===== src/rtl/clkdiv_pkg.sv =====
package clkdiv_pkg;
  parameter int DIV_MAX_LOG = 3;
  localparam int DIV_LOG_W  = $clog2(DIV_MAX_LOG + 1);
  localparam int DIV_CNT_W  = (DIV_MAX_LOG > 0) ? DIV_MAX_LOG : 1;

  typedef struct packed {
    logic       sys_gate;
    logic [1:0] sys_code;
    logic [1:0] pwm_code;
    logic       osc_pdn;
    logic [1:0] rsvd;
  } cfg_t;

  localparam cfg_t CFG_RESET = '{sys_gate: 1'b1, sys_code: 2'b00,
                                 pwm_code: 2'b00, osc_pdn: 1'b0, rsvd: 2'b00};

  function automatic logic [DIV_LOG_W-1:0] sys_log(input logic [1:0] code,
                                                    input logic strap);
    if (code == 2'b00) return DIV_LOG_W'(strap);
    return DIV_LOG_W'(code);
  endfunction

  function automatic logic [DIV_LOG_W-1:0] pwm_log(input logic [1:0] code);
    return DIV_LOG_W'(code);
  endfunction
endpackage


===== src/rtl/clkdiv_cfg_reg.sv =====
module clkdiv_cfg_reg
  import clkdiv_pkg::*;
(
  input  logic       clk_i,
  input  logic       rst_n_i,
  input  logic       strap_i,
  input  logic       wr_en_i,
  input  logic [7:0] wr_data_i,
  output cfg_t       cfg_o,
  output logic       strap_cap_o
);
  cfg_t cfg_q;
  logic strap_q;

  always_ff @(posedge clk_i) begin
    if (!rst_n_i) begin
      cfg_q   <= CFG_RESET;
      strap_q <= strap_i;
    end else if (wr_en_i) begin
      cfg_q      <= cfg_t'(wr_data_i);
      cfg_q.rsvd <= 2'b00;
    end
  end

  assign cfg_o       = cfg_q;
  assign strap_cap_o = strap_q;

  a_r2_write_lands: assert property (@(posedge clk_i) disable iff (!rst_n_i)
    wr_en_i |=> (cfg_q == ($past(wr_data_i) & 8'hFC)));
  a_r6_strap_frozen: assert property (@(posedge clk_i) disable iff (!rst_n_i)
    $past(rst_n_i) |-> $stable(strap_q));
  a_r11_reset_value: assert property (@(posedge clk_i) disable iff (1'b0)
    !rst_n_i |=> (cfg_q == CFG_RESET));
endmodule


===== src/rtl/clkdiv_gen.sv =====
module clkdiv_gen #(
  parameter int MAX_LOG = 3,
  parameter int LOG_W   = $clog2(MAX_LOG + 1),
  parameter int CNT_W   = (MAX_LOG > 0) ? MAX_LOG : 1
) (
  input  logic             clk_i,
  input  logic             rst_n_i,
  input  logic             en_i,
  input  logic [LOG_W-1:0] log_i,
  output logic             clk_o
);
  localparam int CW = CNT_W + 1;

  logic [CNT_W-1:0] cnt_q;
  logic [LOG_W-1:0] act_q;
  logic             en_q;
  logic             ph_q;
  logic [CW-1:0]    last_cnt, half_act, cnt_next;
  logic             at_end;

  assign last_cnt = (CW'(1) << act_q) - CW'(1);
  assign half_act = (CW'(1) << act_q) >> 1;
  assign cnt_next = {1'b0, cnt_q} + CW'(1);
  assign at_end   = ({1'b0, cnt_q} == last_cnt);

  always_ff @(posedge clk_i) begin
    if (!rst_n_i) begin
      cnt_q <= '0;
      act_q <= '0;
      en_q  <= 1'b0;
      ph_q  <= 1'b0;
    end else if (at_end) begin
      cnt_q <= '0;
      act_q <= log_i;
      en_q  <= en_i;
      ph_q  <= 1'b1;
    end else begin
      cnt_q <= cnt_q + 1'b1;
      ph_q  <= (cnt_next < half_act);
    end
  end

  assign clk_o = en_q & ((act_q == '0) ? clk_i : ph_q);

  a_r10_ratio_held: assert property (@(posedge clk_i) disable iff (!rst_n_i)
    !at_end |=> ($stable(act_q) && $stable(en_q)));
  a_r9_count_bound: assert property (@(posedge clk_i) disable iff (!rst_n_i)
    ({1'b0, cnt_q} <= last_cnt));
  a_r9_phase_start: assert property (@(posedge clk_i) disable iff (!rst_n_i)
    (at_end && $past(rst_n_i)) |=> (ph_q && cnt_q == '0));
endmodule


===== src/rtl/clkdiv_strap_ctrl.sv =====
module clkdiv_strap_ctrl
  import clkdiv_pkg::*;
(
  input  logic       clk_i,
  input  logic       rst_n_i,
  input  logic       strap_i,
  input  logic       wr_en_i,
  input  logic [7:0] wr_data_i,
  output logic [7:0] rd_data_o,
  output logic       sys_clk_o,
  output logic       pwm_clk_o,
  output logic       osc_pdn_o,
  output logic       strap_o
);
  cfg_t cfg;
  logic strap_cap;

  clkdiv_cfg_reg i_cfg (
    .clk_i(clk_i), .rst_n_i(rst_n_i), .strap_i(strap_i),
    .wr_en_i(wr_en_i), .wr_data_i(wr_data_i),
    .cfg_o(cfg), .strap_cap_o(strap_cap)
  );

  clkdiv_gen #(.MAX_LOG(DIV_MAX_LOG), .LOG_W(DIV_LOG_W), .CNT_W(DIV_CNT_W)) i_sys_div (
    .clk_i(clk_i), .rst_n_i(rst_n_i), .en_i(cfg.sys_gate),
    .log_i(sys_log(cfg.sys_code, strap_cap)), .clk_o(sys_clk_o)
  );

  clkdiv_gen #(.MAX_LOG(DIV_MAX_LOG), .LOG_W(DIV_LOG_W), .CNT_W(DIV_CNT_W)) i_pwm_div (
    .clk_i(clk_i), .rst_n_i(rst_n_i), .en_i(1'b1),
    .log_i(pwm_log(cfg.pwm_code)), .clk_o(pwm_clk_o)
  );

  assign rd_data_o = cfg;
  assign osc_pdn_o = cfg.osc_pdn;
  assign strap_o   = strap_i;

  a_r8_pdn_follows: assert property (@(posedge clk_i) disable iff (!rst_n_i)
    wr_en_i |=> (osc_pdn_o == $past(wr_data_i[2])));
  a_r2_low_bits_zero: assert property (@(posedge clk_i) disable iff (!rst_n_i)
    rd_data_o[1:0] == 2'b00);
endmodule


===== config.mk =====
export PLATFORM = sky130hd
export DESIGN_NAME = clkdiv_strap_ctrl
export DESIGN_NICKNAME = d
export VERILOG_FILES = /design/src/rtl/clkdiv_pkg.sv /design/src/rtl/clkdiv_cfg_reg.sv /design/src/rtl/clkdiv_gen.sv /design/src/rtl/clkdiv_strap_ctrl.sv
export SDC_FILE = /design/constraint.sdc
export NUM_CORES = 1
export LEC_CHECK = 0
export ABC_AREA = 1
export BUFFER_PORTS_ARGS = -buffer_cell sky130_fd_sc_hd__buf_2
export CAP_MARGIN = 20
export CORE_MARGIN = 5
export CORE_UTILIZATION = 40
export CTS_BUF_LIST = sky130_fd_sc_hd__clkbuf_4 sky130_fd_sc_hd__clkbuf_8
export CTS_CLUSTER_SIZE = 30
export DETAILED_ROUTE_END_ITERATION = 6
export PLACE_DENSITY = 0.61
export SLEW_MARGIN = 10
export SYNTH_ARGS = -nofsm -noshare
export SYNTH_HDL_FRONTEND = slang
export SYNTH_SLANG_ARGS = --single-unit
export TNS_END_PERCENT = 10

===== constraint.sdc =====
create_clock -name clk_i -period 3.3 [get_ports clk_i]
set_input_delay 0.165 -clock clk_i [delete_from_list [all_inputs] [get_ports clk_i]]
set_output_delay 0.165 -clock clk_i [all_outputs]
set_load 0.02 [all_outputs]

==> results.json, run 1 <==
{
  "antenna_found_initial": 0,
  "grt_usage_pct": 12.75,
  "design_area_um2": 1310,
  "synth_seq_cells": 21,
  "status": "finished, final reports clean",
  "vias_per_cell": 4.651,
  "power.total_mw": 1.097,
  "io_buffers": 19,
  "ir_drop_mv": 0.4690,
  "drive_gt1_share_pct": 23.20,
  "synth_area_um2": 1101,
  "cp-start-kind": "clock port",
  "synth_area_per_cell_um2": 7.196,
  "dp_cells": 198,
  "clock_skew_ps": 3.822,
  "synth_cells": 153,
  "holdWs_ps": 32.77,
  "crit_arrival_ps": 2190,
  "synthTopCellsByArea": "dfxtp_1 36%, nand2_1 13%, nor2_1 9.5%",
  "cts.reportedPaths.clkPinSlew_ps": 110,
  "initial_core_util_pct": 40.99,
  "p_switching_uw": 465.2,
  "tns_ps": 0,
  "antenna_cells": 0,
  "synth.top_cell.area_share_pct": 36.36,
  "wl_per_cell_um": 10.17,
  "worst_slack_ps": 946.2,
  "ctsHoldBuffers": 6,
  "drc": 0,
  "p_seq_share_pct": 35.2,
  "crit_path_end_kind": "output port",
  "first_pass_iters": 4,
  "criticalPathCategory": "clock port to output port",
  "grt_max_degree": 15,
  "gp_congestion": 0.8075,
  "fp.dieW_um": 62.47,
  "worst-path-max-fanout": 2,
  "hold_violations": 0,
  "io_pins": 24,
  "p_per_area_nw_per_um2": 837.2,
  "post-cts-setup-buffers": 0,
  "worstPathRequired_ps": 3130,
  "final_cells": 212,
  "finalSetupViolCount": 0,
  "final_core_util_pct": 48.77,
  "rsz0062_at_grt": "false",
  "num_vias": 986,
  "cts_tree": "built",
  "finalWirelength_mm": 2.155,
  "yosysUniqueCellTypes": 19,
  "crit_chain": "clkbuf_4 -> clkbuf_4 -> nor2_1 -> nor2_1 -> buf_2",
  "final_nets": 200,
  "swShare_pct": 42.42,
  "syn_to_final_growth_pct": 18.98,
  "clk_latency_ps": 410,
  "preCtsSetupSlack_ps": 1217,
  "fp.dieArea_um2": 3902,
  "dpl_cell_area_um2": 1190,
  "slew_viol_final": 0,
  "post_cts_resized": 0,
  "yosysTopAreaCell": "dfxtp_1",
  "hp-class": "input pin to flop",
  "yosysSeqAreaShare_pct": 39.09,
  "grt_pass1_wl_mm": 3.939,
  "dp_hpwl_mm": 1.618,
  "clkPwrFrac_pct": 22.5,
  "grt_pass1_vias": 982,
  "grt_remaining_overflow": 0,
  "maxCapViolCount": 0,
  "slowest_stage": "buf_2",
  "internal-power_uw": 631.5,
  "drt.antenna.violating_nets": 0,
  "final_common_cell": "nand2_1",
  "core.rowCount": 19,
  "core_region_area_um2": 2686,
  "layout_common_cells": "38 x nand2_1, 28 x nor2_1, 20 x dfxtp_1, 19 x buf_2, 17 x inv_1",
  "yosysWarnings": 0,
  "dieHeight_um": 62.47,
  "combPwrFrac_pct": 42.3,
  "max_stage_delay_ps": 150,
  "power_leakage_nw": 0.6656,
  "drtIter0Drc": 40
}
area by class of cell:
class	instances	area, um2
Sequential cell	21	430.4
Fill cell	285	1376
Timing Repair Buffer	23	145.1
Inverter	20	75.07
Tap cell	31	38.79
Clock buffer	10	70.07
Multi-Input combinational cell	107	550.5
final timing paths:
check	endpoint	cells after the start	slack, ps	start
worst max register to register	i_pwm_div.ph_q$_SDFF_PN0_	7	1810	i_pwm_div.cnt_q[0]$_SDFF_PP0_
worst min-delay path	i_cfg.cfg_o[5]$_SDFFE_PN0P_	3	30	wr_data_i[5]
worst min register to register	i_pwm_div.en_q$_SDFFE_PN0P_	2	460	i_pwm_div.en_q$_SDFFE_PN0P_
worst max-delay path	sys_clk_o	5	950	clk_i
power by group through the flow:
stage	Clock (mW)	Combinational, mW	Sequential [mW]
after floorplan	0.0318	0.386	0.379
after global placement	0.0415	0.457	0.388
after detailed placement	0.0415	0.463	0.392
after CTS	0.259	0.472	0.386
after global routing	0.277	0.550	0.396
final	0.246	0.464	0.387
flip-flops by register name (all words and copies together), names as in the netlist:
signal / count
i_cfg.cfg_o: 6
i_cfg.strap_cap_o: 1
i_pwm_div.act_q: 2
i_pwm_div.cnt_q: 3
i_pwm_div.en_q: 1
i_pwm_div.ph_q: 1
i_sys_div.act_q: 2
i_sys_div.cnt_q: 3
i_sys_div.en_q: 1
i_sys_div.ph_q: 1
cell families (layout without fill, tap and decap cells):
group	Yosys count	in the layout	share of synthesized area [%]
AO/OA/AOI/OAI	16	16	8.409
AND/OR/NAND/NOR	81	81	32.50
XOR/XNOR	2	2	1.591
adder cells (fa/ha/maj)	6	6	6.818
buffers and inverters	26	53	11.25
other	1	2	0.3406
flip-flops	21	21	39.09
critical path: cells and delay by family:
kind          cells  cell delay, ps
simple gates      2             150
buf+inv           3             390
metal layers:
metal,track usage (%),wire [um],vias to the layer above
li1,-,-,522
met1,13.03,934,447
met2,20.34,1107,15
met3,7.194,87,2
met4,7.162,25,0
met5,0,0,-
synth_stat cells:
cell / n
nand2_2: 6
inv_1: 17
ha_1: 6
buf_4: 5
nand3_4: 2
edfxtp_1: 1
or2_2: 2
buf_6: 1
o21ai_0: 8
o21bai_1: 2
nand3_1: 5
xnor2_1: 2
a21oi_2: 2
nand2_1: 38
a21oi_1: 4
nor2_1: 28
inv_2: 3
conb_1: 1
dfxtp_1: 20
Note: power is estimated with default switching activity, not from simulation.
==> run 2, diff against run 1 <==
PLACE_DENSITY = 0.63   (was 0.61)
clock period = 2.1 ns   (was 3.3 ns; I/O delays follow)
==> run 2 against run 1 <==
  * Sequential cell count unchanged
  * Global-route usage up 0.45 points
  * Sequential share of layout area down 1.2 points
  * Hold slack worse by 6.9 ps
  * Core utilization up 1.9 points
  * Non-clock buffer count up 5
==> results.json, run 2 (synthesized netlist as in run 1, its figures left out) <==
{
  "post_cts_resized": 0,
  "gp_congestion": 0.7877,
  "antenna_found_initial": 0,
  "clk_latency_ps": 410,
  "fp.dieW_um": 62.47,
  "antenna_cells": 0,
  "io_buffers": 19,
  "p_seq_share_pct": 34.8,
  "cts.reportedPaths.clkPinSlew_ps": 110,
  "final_core_util_pct": 50.63,
  "initial_core_util_pct": 40.99,
  "power_leakage_nw": 0.6867,
  "hp-class": "input pin to flop",
  "vias_per_cell": 4.530,
  "finalSetupViolCount": 0,
  "combPwrFrac_pct": 42.5,
  "core_region_area_um2": 2686,
  "regToRegEndpoint": "i_pwm_div.ph_q$_SDFF_PN0_",
  "grt_remaining_overflow": 0,
  "cts_tree": "built",
  "design_area_um2": 1360,
  "largest_reg_flops": 6,
  "ir_drop_mv": 0.7598,
  "grt_max_degree": 15,
  "syn_to_final_growth_pct": 23.52,
  "cpLargestDelayFamily": "buffers and inverters",
  "clkPwrFrac_pct": 22.7,
  "cp-start-kind": "clock port",
  "swShare_pct": 42.37,
  "criticalPathCategory": "clock port to output port",
  "post-cts-setup-buffers": 0,
  "r2r_setup_slack_ps": 590,
  "internal-power_uw": 999.9,
  "slowest_stage": "buf_2",
  "io_pins": 24,
  "fp.dieArea_um2": 3902,
  "drive_gt1_share_pct": 22.58,
  "num-fill-cells": 276,
  "hold_path_end": "i_cfg.cfg_o[3]$_SDFFE_PN0P_",
  "drc": 0,
  "reg2reg_depth": 7,
  "num_vias": 983,
  "dp_hpwl_mm": 1.550,
  "worst-path-max-fanout": 2,
  "slew_viol_final": 0,
  "path_buf_inv": 3,
  "hold_depth": 3,
  "maxCapViolCount": 0,
  "finalWirelength_mm": 2.269,
  "min_from": "wr_en_i",
  "power.total_mw": 1.735,
  "p_switching_uw": 735.1,
  "rsz0062_at_grt": "false",
  "final_nets": 205,
  "dpl_cell_area_um2": 1190,
  "grt_usage_pct": 13.20,
  "max_stage_delay_ps": 150,
  "p_per_area_nw_per_um2": 1276,
  "holdWs_ps": 25.82,
  "layout_common_cells": "38 x nand2_1, 28 x nor2_1, 20 x dfxtp_1, 19 x buf_2, 17 x inv_1",
  "worstPathRequired_ps": 2000,
  "crit_arrival_ps": 1610,
  "grt_pass1_wl_mm": 4.002,
  "crit_chain": "clkbuf_4 -> clkbuf_4 -> nor2_1 -> nor2_1 -> buf_2",
  "drt.antenna.violating_nets": 0,
  "clock_skew_ps": 2.960,
  "first_pass_iters": 2,
  "wl_per_cell_um": 10.46,
  "drtIter0Drc": 38,
  "core.rowCount": 19,
  "rr_startpoint": "i_pwm_div.cnt_q[0]$_SDFF_PP0_",
  "final_common_cell": "nand2_1",
  "dieHeight_um": 62.47,
  "tns_ps": 0,
  "status": "finished, final reports clean",
  "crit_path_end_kind": "output port",
  "grt_pass1_vias": 1004,
  "hold_violations": 0
}
-- run 2: cell count changes in the layout (fill, tap and decap cells not counted) --
cell           before  now
dlygate4sd3_1       6   11
-- run 2: worst max-delay path by stage --
stage                                  startpoint                         to  slack, ps  cells after the start
finish                                      clk_i                  pwm_clk_o        380                      5
detailed placement  i_pwm_div.cnt_q[0]$_SDFF_PP0_  i_pwm_div.ph_q$_SDFF_PN0_        610                      7
CTS                                         clk_i                  pwm_clk_o        340                      5
global route                                clk_i                  pwm_clk_o        310                      5
floorplan           i_pwm_div.cnt_q[0]$_SDFF_PP0_  i_pwm_div.ph_q$_SDFF_PN0_        730                      7
global placement    i_pwm_div.cnt_q[0]$_SDFF_PP0_  i_pwm_div.ph_q$_SDFF_PN0_        660                      7
-- run 2: tightest hold or removal path: stages --
cell,delay [ps]
buf_2,120
o21ai_0,90
nor2_1,80
-- run 2: final cells by class --
cell class / instances / area [um2] / area share, %
clock buffer: 10 / 70.07 / 5.152
tap: 31 / 38.79 / 2.852
sequential: 21 / 430.4 / 31.65
inverter: 20 / 75.07 / 5.520
timing repair buffer: 28 / 195.2 / 14.35
multi-input combinational: 107 / 550.5 / 40.48
-- run 2: layer usage --
metal / routed length [um] / vias up / GRT usage [%]
met5: 0 / - / 0
met4: 22 / 0 / 9.019
met3: 116 / 4 / 8.273
met2: 1221 / 18 / 21.37
met1: 908 / 431 / 12.06
li1: - / 530 / -
-- run 2: what timing repair did --
| action | 4_1_cts | 5_1_grt |
|---|---|---|
| hold endpoints to repair | 7 | 0 |
| hold buffers | 11 | 0 |
| endpoints found under the setup margin | 0 | 0 |
-- run 2: power groups by stage --
| stage | registers (mW) | clock network (mW) | logic [mW] |
|---|---|---|---|
| after floorplan | 0.596 | 0.0499 | 0.606 |
| after global placement | 0.608 | 0.0653 | 0.713 |
| after detailed placement | 0.613 | 0.0653 | 0.729 |
| after CTS | 0.604 | 0.420 | 0.749 |
| after global routing | 0.621 | 0.454 | 0.876 |
| final | 0.603 | 0.394 | 0.738 |
-- run 2: through the flow --
stage	instances	setup WS, ps
finish	217	381.8
global route	217	306.4
CTS	217	344.3
detailed placement	198	613.1
global placement	198	661.1
floorplan	154	732.7
==> run 3, diff against run 2 <==
ABC_AREA = 0   (was 1)
PLACE_DENSITY = 0.61   (was 0.63)
clock period = 1.73 ns   (was 2.1 ns; I/O delays follow)
==> run 3 against run 2 <==
  * Clock skew about the same
  * Core utilization up 0.52 points
  * Register-to-register slack worse by 410 ps
  * Die area down 4.2%
  * Setup slack worse by 200 ps
  * Critical path depth unchanged
  * Critical endpoint is now i_pwm_div.ph_q$_SDFF_PN0_
  * Largest cell class unchanged
==> results.json, run 3 <==
{
  "status": "finished, final reports clean",
  "final_common_cell": "dfxtp_1",
  "gp_congestion": 0.8424,
  "wl_per_cell_um": 11.48,
  "io_pins": 24,
  "antenna_found_initial": 0,
  "clock_skew_ps": 2.543,
  "synth_area_um2": 1046,
  "grt_usage_pct": 12.69,
  "crit_path_end_kind": "flop",
  "final_nets": 156,
  "post_cts_resized": 0,
  "final_core_util_pct": 51.15,
  "crit_arrival_ps": 1890,
  "cts_tree": "built",
  "yosysSeqAreaShare_pct": 41.15,
  "fp.dieW_um": 61.14,
  "ir_drop_mv": 0.7625,
  "worst-path-max-fanout": 5,
  "yosysWarnings": 0,
  "largest_reg_flops": 6,
  "async_flop_share_pct": 0,
  "synth_top_flop_cell": "dfxtp_1",
  "clk_latency_ps": 400,
  "synth_area_per_cell_um2": 9.596,
  "fin_crit_sh_pct": 89.50,
  "post-cts-setup-buffers": 0,
  "rsz0062_at_grt": "false",
  "grt_pass1_vias": 849,
  "finalSetupViolCount": 0,
  "hold_violations": 0,
  "drc": 0,
  "antenna_cells": 0,
  "synth_cells": 109,
  "drive_gt1_share_pct": 24.09,
  "finalWirelength_mm": 1.917,
  "power_leakage_nw": 0.5862,
  "yosysMostFrequentCell": "dfxtp_1",
  "synthTopCellsByArea": "dfxtp_1 38%, mux2i_1 11%, ha_1 7.2%",
  "synth_edf_count": 1,
  "yosysUniqueCellTypes": 27,
  "tns_ps": 0,
  "drt.antenna.violating_nets": 0,
  "fin_crit_ps": 1548,
  "dp_hpwl_mm": 1.328,
  "cts.reportedPaths.clkPinSlew_ps": 100,
  "worstPathRequired_ps": 2070,
  "cp-start-kind": "flop",
  "hp-class": "input pin to flop",
  "layout_common_cells": "20 x dfxtp_1, 19 x buf_2, 14 x nand2_1, 11 x mux2i_1",
  "fp.dieArea_um2": 3737,
  "ctsHoldBuffers": 8,
  "vias_per_cell": 4.922,
  "drtIter0Drc": 3,
  "synth.top_cell.area_share_pct": 38.28,
  "core.rowCount": 18,
  "io_buffers": 19,
  "core_region_area_um2": 2500,
  "slew_viol_final": 0,
  "grt_remaining_overflow": 0,
  "initial_core_util_pct": 41.84,
  "grt_pass1_wl_mm": 3.408,
  "yosysTopAreaCell": "dfxtp_1",
  "grt_max_degree": 17,
  "p_per_area_nw_per_um2": 1219,
  "first_pass_iters": 4,
  "synth_seq_cells": 21,
  "maxCapViolCount": 0,
  "max_freq_ghz": 0.6459,
  "synth_commonest_cells": "20 x dfxtp_1, 14 x nand2_1, 11 x mux2i_1, 7 x nor2_1, 7 x o21ai_0",
  "criticalPathCategory": "flop to flop",
  "dieHeight_um": 61.14,
  "syn_to_final_growth_pct": 22.25,
  "num_vias": 822
}
## run 3: changes by cell type after synthesis, sizes merged, moves of 4 or more
cell and change:
nand3 -7, nand2 -30, nor2 -21, nor4b +4, and3 +4, inv -18
mux2i +11, clkbuf +4
## run 3: cell type report
| type | count | area (um2) |
|---|---|---|
| fill | 216 | 1221 |
| sequential | 21 | 430.4 |
| inverter | 2 | 7.507 |
| clock buffer | 10 | 70.07 |
| timing repair buffer | 27 | 180.2 |
| tap | 30 | 37.54 |
| multi-input combinational | 77 | 553.0 |
## run 3: final timing paths
| check | from | end | slack (ps) | cells after the start |
|---|---|---|---|---|
| worst max register to register | i_pwm_div.cnt_q[1]$_SDFF_PP0_ | i_pwm_div.ph_q$_SDFF_PN0_ | 180 | 5 |
| worst min register to register | i_sys_div.en_q$_SDFFE_PN0P_ | i_sys_div.en_q$_SDFFE_PN0P_ | 480 | 2 |
| worst max-delay path | i_pwm_div.cnt_q[1]$_SDFF_PP0_ | i_pwm_div.ph_q$_SDFF_PN0_ | 180 | 5 |
| worst min-delay path | rst_n_i | i_pwm_div.act_q[0]$_SDFFE_PN0P_ | 50 | 3 |
## run 3: power by group
part / internal [mW] / switching [mW]
combinational: 0.229 / 0.240
sequential: 0.565 / 0.0668
clock: 0.239 / 0.220
total: 1.03 / 0.526
## run 3: logic make-up (layout without fill, tap and decap cells)
group	count (synthesis)	in the layout	synth area share [%]
other cells	1	2	0.3585
simple gates	36	36	19.14
buf+inv	12	39	6.339
compound gates	18	18	11.96
xor+xnor	4	4	3.350
flops	21	21	41.15
fa+ha+maj	6	6	7.177
mux	11	11	10.53
## run 3: critical path, stage by stage, from the launching register on
cell and delay, ps:
dfxtp_1 430, ha_1 280, ha_1 210, nor4bb_1 260
o21ai_0 150, a21oi_1 150
## run 3: metal layers
metal	vias to the layer above	share of wire, %	global-route usage (%)	wire, um
li1	430	-	-	-
met1	371	45	13.90	861
met2	19	49	19.64	934
met3	2	5.2	3.983	99
met4	0	1.1	11.15	21
met5	-	0	0	0
## run 3: stage by stage
step	power, mW	hold WS (ps)	cells	instance area [um2]	setup slack (ps)
floorplan	1.063	185.4	110	1050	308.8
global placement	1.169	278.0	151	1139	267.7
detailed placement	1.179	279.8	151	1139	203.0
CTS	1.589	37.43	167	1279	172.0
global route	1.694	45.98	167	1279	96.82
finish	1.559	45.76	167	1279	181.7
